$ cat src/rtl/errsig_pkg.sv
package errsig_pkg;
  typedef enum logic [1:0] {
    SEV_NONE  = 2'b00,
    SEV_COR   = 2'b01,
    SEV_NF    = 2'b10,
    SEV_FATAL = 2'b11
  } sev_e;

  // bit3 unsupported request, bit2 fatal, bit1 non-fatal, bit0 correctable
  typedef struct packed {
    logic ur;
    logic fatal;
    logic nf;
    logic cor;
  } dsta_t;
endpackage

$ cat src/rtl/errsig_classify.sv
module errsig_classify #(
  parameter int COR_W  = 16,
  parameter int UNC_W  = 24,
  parameter int UR_IDX = 20
) (
  input  logic             evt_valid,
  input  logic             evt_corr,
  input  logic [UNC_W-1:0] evt_bits,
  input  logic [UNC_W-1:0] unc_mask,
  input  logic [UNC_W-1:0] unc_sev,
  output logic             ok,
  output logic             is_ur,
  output logic             is_fatal,
  output logic             unc_masked
);
  logic hi_clear;

  generate
    if (COR_W < UNC_W) begin : g_hi
      assign hi_clear = ~|evt_bits[UNC_W-1:COR_W];
    end else begin : g_nohi
      assign hi_clear = 1'b1;
    end
  endgenerate

  always_comb begin
    ok         = evt_valid && $onehot(evt_bits) && (!evt_corr || hi_clear);
    is_ur      = !evt_corr && evt_bits[UR_IDX];
    is_fatal   = |(evt_bits & unc_sev);
    unc_masked = |(evt_bits & unc_mask);
  end
endmodule

$ cat src/rtl/errsig_decide.sv
module errsig_decide
  import errsig_pkg::*;
#(
  parameter int COR_W   = 16,
  parameter int UNC_W   = 24,
  parameter int ADV_IDX = 13
) (
  input  logic             ok,
  input  logic             evt_corr,
  input  logic             evt_adv,
  input  logic [UNC_W-1:0] evt_bits,
  input  logic             is_ur,
  input  logic             is_fatal,
  input  logic             unc_masked,
  input  logic [COR_W-1:0] cor_mask,
  input  logic             ctl_cor_en,
  input  logic             ctl_nf_en,
  input  logic             ctl_fatal_en,
  input  logic             ctl_ur_en,
  input  logic             cmd_serr_en,
  output dsta_t            dsta,
  output logic [COR_W-1:0] cor_set,
  output logic [UNC_W-1:0] unc_set,
  output logic             log_en,
  output logic             send,
  output sev_e             sev
);
  logic [COR_W-1:0] cor_bits;
  logic             cor_hit;
  logic             ur_blocked;

  assign cor_bits = evt_bits[COR_W-1:0];

  always_comb begin
    dsta       = '0;
    cor_set    = '0;
    unc_set    = '0;
    log_en     = 1'b0;
    send       = 1'b0;
    sev        = SEV_NONE;
    cor_hit    = |(cor_bits & cor_mask);
    ur_blocked = is_ur && !ctl_ur_en && !cmd_serr_en;
    if (ok) begin
      if (evt_corr) begin
        dsta.cor = 1'b1;
        cor_set  = cor_bits;
        if (!cor_hit && ctl_cor_en) begin
          send = 1'b1;
          sev  = SEV_COR;
        end
      end else begin
        unc_set = evt_bits;
        dsta.ur = is_ur;
        if (!is_fatal && evt_adv) begin
          dsta.cor         = 1'b1;
          cor_set[ADV_IDX] = 1'b1;
          if (!cor_mask[ADV_IDX]) begin
            log_en = !unc_masked;
            if ((!is_ur || ctl_ur_en) && ctl_cor_en) begin
              send = 1'b1;
              sev  = SEV_COR;
            end
          end
        end else begin
          dsta.fatal = is_fatal;
          dsta.nf    = !is_fatal;
          if (!unc_masked) begin
            log_en = 1'b1;
            if (!ur_blocked) begin
              if (is_fatal && (cmd_serr_en || ctl_fatal_en)) begin
                send = 1'b1;
                sev  = SEV_FATAL;
              end else if (!is_fatal && (cmd_serr_en || ctl_nf_en)) begin
                send = 1'b1;
                sev  = SEV_NF;
              end
            end
          end
        end
      end
    end
  end
endmodule

$ cat src/rtl/errsig_hops.sv
module errsig_hops
  import errsig_pkg::*;
#(
  parameter int HOPS = 3
) (
  input  logic            send,
  input  sev_e            sev,
  input  logic [HOPS-1:0] bridge_en,
  input  logic [HOPS-1:0] serr_en,
  input  logic [HOPS-1:0] cor_en,
  input  logic [HOPS-1:0] nf_en,
  input  logic [HOPS-1:0] fatal_en,
  output logic [HOPS-1:0] arrive,
  output logic [HOPS-1:0] rcv,
  output logic [HOPS-1:0] sig,
  output logic            to_root
);
  logic [HOPS:0] chain;
  logic          uncor;

  assign chain[0] = send;
  assign uncor    = (sev == SEV_NF) || (sev == SEV_FATAL);

  generate
    for (genvar i = 0; i < HOPS; i++) begin : g_hop
      logic through_bridge;
      logic sev_ok;
      always_comb begin
        through_bridge = chain[i] && bridge_en[i];
        case (sev)
          SEV_COR:   sev_ok = cor_en[i];
          SEV_NF:    sev_ok = nf_en[i];
          SEV_FATAL: sev_ok = fatal_en[i];
          default:   sev_ok = 1'b0;
        endcase
      end
      assign arrive[i]  = chain[i];
      assign rcv[i]     = chain[i] && uncor;
      assign sig[i]     = through_bridge && uncor && serr_en[i];
      assign chain[i+1] = through_bridge && sev_ok && (!uncor || serr_en[i]);
    end
  endgenerate

  assign to_root = chain[HOPS];
endmodule

$ cat src/rtl/err_signal_gate.sv
module err_signal_gate
  import errsig_pkg::*;
#(
  parameter int COR_W   = 16,
  parameter int UNC_W   = 24,
  parameter int UR_IDX  = 20,
  parameter int ADV_IDX = 13,
  parameter int HOPS    = 3
) (
  input  logic             clk,
  input  logic             rst,
  input  logic             evt_valid,
  input  logic             evt_corr,
  input  logic             evt_adv,
  input  logic [UNC_W-1:0] evt_bits,
  input  logic             ctl_cor_en,
  input  logic             ctl_nf_en,
  input  logic             ctl_fatal_en,
  input  logic             ctl_ur_en,
  input  logic             cmd_serr_en,
  input  logic [COR_W-1:0] cor_mask,
  input  logic [UNC_W-1:0] unc_mask,
  input  logic [UNC_W-1:0] unc_sev,
  input  logic [HOPS-1:0]  hop_bridge_en,
  input  logic [HOPS-1:0]  hop_serr_en,
  input  logic [HOPS-1:0]  hop_cor_en,
  input  logic [HOPS-1:0]  hop_nf_en,
  input  logic [HOPS-1:0]  hop_fatal_en,
  output logic [3:0]       dsta_set,
  output logic [COR_W-1:0] cor_sta_set,
  output logic [UNC_W-1:0] unc_sta_set,
  output logic             log_req,
  output logic [UNC_W-1:0] log_bits,
  output logic             msg_valid,
  output logic [1:0]       msg_sev,
  output logic [HOPS-1:0]  hop_arrive,
  output logic [HOPS-1:0]  hop_rcv_serr,
  output logic [HOPS-1:0]  hop_sig_serr,
  output logic             msg_to_root
);
  logic             ok, is_ur, is_fatal, unc_masked;
  dsta_t            d_dsta;
  logic [COR_W-1:0] d_cor;
  logic [UNC_W-1:0] d_unc;
  logic             d_log, d_send;
  sev_e             d_sev;
  logic [HOPS-1:0]  h_arr, h_rcv, h_sig;
  logic             h_root;

  errsig_classify #(.COR_W(COR_W), .UNC_W(UNC_W), .UR_IDX(UR_IDX)) u_cls (
    .evt_valid (evt_valid),
    .evt_corr  (evt_corr),
    .evt_bits  (evt_bits),
    .unc_mask  (unc_mask),
    .unc_sev   (unc_sev),
    .ok        (ok),
    .is_ur     (is_ur),
    .is_fatal  (is_fatal),
    .unc_masked(unc_masked)
  );

  errsig_decide #(.COR_W(COR_W), .UNC_W(UNC_W), .ADV_IDX(ADV_IDX)) u_dec (
    .ok          (ok),
    .evt_corr    (evt_corr),
    .evt_adv     (evt_adv),
    .evt_bits    (evt_bits),
    .is_ur       (is_ur),
    .is_fatal    (is_fatal),
    .unc_masked  (unc_masked),
    .cor_mask    (cor_mask),
    .ctl_cor_en  (ctl_cor_en),
    .ctl_nf_en   (ctl_nf_en),
    .ctl_fatal_en(ctl_fatal_en),
    .ctl_ur_en   (ctl_ur_en),
    .cmd_serr_en (cmd_serr_en),
    .dsta        (d_dsta),
    .cor_set     (d_cor),
    .unc_set     (d_unc),
    .log_en      (d_log),
    .send        (d_send),
    .sev         (d_sev)
  );

  errsig_hops #(.HOPS(HOPS)) u_hops (
    .send     (d_send),
    .sev      (d_sev),
    .bridge_en(hop_bridge_en),
    .serr_en  (hop_serr_en),
    .cor_en   (hop_cor_en),
    .nf_en    (hop_nf_en),
    .fatal_en (hop_fatal_en),
    .arrive   (h_arr),
    .rcv      (h_rcv),
    .sig      (h_sig),
    .to_root  (h_root)
  );

  always_ff @(posedge clk) begin
    if (rst) begin
      dsta_set     <= '0;
      cor_sta_set  <= '0;
      unc_sta_set  <= '0;
      log_req      <= 1'b0;
      log_bits     <= '0;
      msg_valid    <= 1'b0;
      msg_sev      <= SEV_NONE;
      hop_arrive   <= '0;
      hop_rcv_serr <= '0;
      hop_sig_serr <= '0;
      msg_to_root  <= 1'b0;
    end else begin
      dsta_set     <= d_dsta;
      cor_sta_set  <= d_cor;
      unc_sta_set  <= d_unc;
      log_req      <= d_log;
      log_bits     <= d_log ? d_unc : '0;
      msg_valid    <= d_send;
      msg_sev      <= d_sev;
      hop_arrive   <= h_arr;
      hop_rcv_serr <= h_rcv;
      hop_sig_serr <= h_sig;
      msg_to_root  <= h_root;
    end
  end
endmodule

$ cat config.mk
export PLATFORM = sky130hd
export DESIGN_NAME = err_signal_gate
export DESIGN_NICKNAME = d
export VERILOG_FILES = /design/src/rtl/errsig_pkg.sv /design/src/rtl/errsig_classify.sv /design/src/rtl/errsig_decide.sv /design/src/rtl/errsig_hops.sv /design/src/rtl/err_signal_gate.sv
export SDC_FILE = /design/constraint.sdc
export NUM_CORES = 1
export LEC_CHECK = 0
export BUFFER_PORTS_ARGS = -buffer_cell sky130_fd_sc_hd__buf_2
export CAP_MARGIN = 40
export CORE_MARGIN = 3
export CORE_UTILIZATION = 45
export CTS_CLUSTER_DIAMETER = 150
export DETAILED_ROUTE_END_ITERATION = 7
export GPL_ROUTABILITY_DRIVEN = 1
export HOLD_SLACK_MARGIN = 0.1
export PLACE_DENSITY = 0.87
export SLEW_MARGIN = 5
export SYNTH_ARGS = -nofsm -noshare
export SYNTH_HDL_FRONTEND = slang
export SYNTH_SLANG_ARGS = --single-unit
$ cat constraint.sdc
create_clock -name clk -period 8.1 [get_ports clk]
set_input_delay 0.405 -clock clk [delete_from_list [all_inputs] [get_ports clk]]
set_output_delay 0.405 -clock clk [all_outputs]
set_load 0.005 [all_outputs]
==> reports/qor.yml <==
grt:
  antenna_found_initial: 1
  grt_util_all_layers_pct: 25.79
  grt_pass1_vias: 3476
  grt_max_degree: 27
  grt_pass1_wl_um: 17600
  overflow: 0
pwr:
  total_power_mw: 1.208
  internal_power_mw: 0.8034
  p_sw_share_pct: 33.52
  power_switching_mw: 0.4050
  pwr-share-comb_pct: 34.8
  power_leakage_nw: 2.671
  pwr_density_cell_nw_per_um2: 241.5
  pwr-share-clk_pct: 31.2
  seq_power_share_pct: 34.0
  ir_worst_vdd_uv: 140.5
cells_and_area:
  layout.nets: 704
  fin_util_pct: 64.10
  fillCellCount: 643
  regArea_um2: 1622
  area_delta_synth_final_pct: 36.52
  drive_gt1_share_pct: 39.64
  fin_cells: 658
  multi_input_area_um2: 1852
clock_tree:
  numCtsBuffers: 9
  cts_tree: "built"
  cts_max_level: 3
  cts_sinks: 81
  cts.clk_slew.worst_paths_ps: 100
  post_cts_resized: 0
  hold_buffers: 0
  root_buffer: "clkbuf_8"
  clockBufferDepth: 2
  postCtsSetupRepairBufs: 0
synth:
  syn_inst: 352
  synth-edff-count: 0
  async_reset_ff_share_pct: 0
  synthTopCellsByArea: "dfxtp_1, fa_1, ha_1"
  ys.flop_type: "dfxtp_1"
  synth_top_family_by_area: "simple AND/OR/NAND/NOR gates"
  synth.mux.area_fraction_pct: 0.6826
  yosysSeqAreaShare_pct: 44.23
  ys_ff_latch: 81
  synthAdderAreaFrac_pct: 17.88
  synth_compound_area_share_pct: 12.49
  syn_nets: 506
  ys_warn_count: 0
  synth-xor-area-share_pct: 0.2389
  yosysTopAreaCellShare_pct: 44.23
  synth_area_um2: 3666
  yosysUniqueCellTypes: 46
  yosys.area.top_type: "dfxtp_1"
  synth-simple-area-share_pct: 19.04
  syn-mean-instance-area_um2: 10.41
sta:
  maxSlewHeadroom_pct: 51.56
  rsz0062_at_grt: "false"
  drv_slew: 0
  finalCritPeriodShare_pct: 75.54
  finalSetupTns_ps: 0
  worst_pin_slew_ps: 724.0
  setup_viol: 0
  fin_crit_ps: 6119
  hold_violations: 0
  clock.fmax_mhz: 163.4
floorplanning:
  pin_count: 195
  die_area_um2: 9266
  core_um2: 7807
  initial_core_util_pct: 46.96
  num_rows: 32
  die_w_um: 96.26
  die_h_um: 96.26
min_path:
  hold_start: "hop_bridge_en[2]"
  min-delay-path-class: "in -> reg"
run:
  drv_cap: 0
setup_path:
  arrival_ps: 6380
  critPathMaxStageDelay_ps: 560
  path_cells: "buf_2, inv_1, ha_1, inv_1, fa_1, fa_1, fa_1, fa_1, inv_1, fa_1, ha_1, fa_1, nor3_2, o2111ai_4, a211o_1, a2111oi_4, mux2i_1, mux2_4, a2111oi_4"
  crit_fanout: 9
  crit_path_start: "evt_bits[20]"
  critPathBufInv: 4
  cp-start-kind: "input port"
  worstSetupPathType: "in -> reg"
  crit_family: "adder cells"
  crit_top_cell: "fa_1"
  crit_path_end_kind: "flip-flop"
  worst_path_max_delay_cell: "fa_1"
  cp_data_required_time_ps: 8370
drt:
  wl_per_cell_um: 18.33
  vias_per_cell: 5.304
  ant_nets: 0
  detail_route.iter0.violations: 176
  totalWireLength_um: 12060
  via_count: 3490
  firstDrtPassIters: 7
  drc: 0
place:
  gp_congestion: 0.8754
  place_hpwl_um: 9541
  numPortBuffers: 194
  post-place-cells: 641
run_status:
  status: "finished, final reports clean"
## stage by stage
| stage | hold WS [ps] | setup WS (ps) | instance area [µm²] |
|---|---|---|---|
| floorplan | 481.1 | 2208 | 3666 |
| global placement | 647.0 | 1899 | 4748 |
| detailed placement | 648.9 | 1708 | 4748 |
| CTS | 268.3 | 2061 | 5002 |
| global route | 277.3 | 1686 | 5005 |
| finish | 277.6 | 1981 | 5005 |
## cell families after synthesis
family | after synthesis
buf+inv | 52
flops | 81
xor+xnor | 1
compound gates | 53
fa+ha+maj | 41
simple gates | 122
mux | 2
## power groups by stage
stage,Sequential [mW],Clock [mW],Combinational [mW]
2_1_floorplan,0.422,0,0.286
3_3_place_gp,0.420,0,0.381
3_5_place_dp,0.421,0,0.414
4_1_cts,0.411,0.379,0.416
5_1_grt,0.412,0.396,0.475
6_report,0.411,0.377,0.420
## cell type report
| type | count | area share [%] |
|---|---|---|
| well taps | 102 | 2.550 |
| diodes | 1 | 0.05000 |
| repair buffers | 196 | 19.70 |
| clock buffers | 9 | 2.475 |
| multi-input cells | 219 | 37.00 |
| flip-flops and latches | 81 | 32.40 |
| inverters | 43 | 3.225 |
| clock inverters | 7 | 2.600 |
## per-layer routing
metal	share of wire [%]	up-vias	track usage (%)
met2	51	195	46.18
li1	-	1597	-
met3	8.0	30	4.691
met5	0	-	0
met4	2.3	0	9.953
met1	39	1668	30.31
## final timing paths
| kind | end | cells past startpoint |
|---|---|---|
| worst max-delay path | msg_to_root | 19 |
| worst min-delay path | hop_sig_serr[2] | 3 |
## layout by cell type, fill, tap and decap left out, drive strengths merged, types with 2 or more instances in the layout
cell type	netlist	final
nor2b	2	2
a211o	2	2
a221oi	2	2
clkbuf	8	9
and2	40	40
a21oi	3	3
bufinv	0	3
and3	18	18
a21boi	3	3
o21ai	2	2
a22oi	26	26
a2111oi	2	2
nand2	14	14
fa	19	19
nand4	5	5
dfxtp	81	81
nor3b	3	3
nand3	5	5
a211oi	3	3
nand2b	2	2
nor3	10	10
inv	43	47
nor4	4	4
buf	1	196
ha	22	22
nor2	14	14
a22o	2	2
## cells in the mapped netlist, drive strengths merged (4+ instances only)
library cell	instances
a22oi	26
and2	40
and3	18
clkbuf	8
dfxtp	81
fa	19
ha	22
inv	43
nand2	14
nand3	5
nand4	5
nor2	14
nor3	10
nor4	4
## sequential cells by signal, indices dropped and copies added, names as in the netlist
signal,cells
hop_arrive,3
msg_to_root,1
hop_sig_serr,3
msg_sev,2
log_req,1
unc_sta_set,24
cor_sta_set,16
hop_rcv_serr,3
dsta_set,4
log_bits,24
Note: power is estimated with default switching activity, not from simulation.
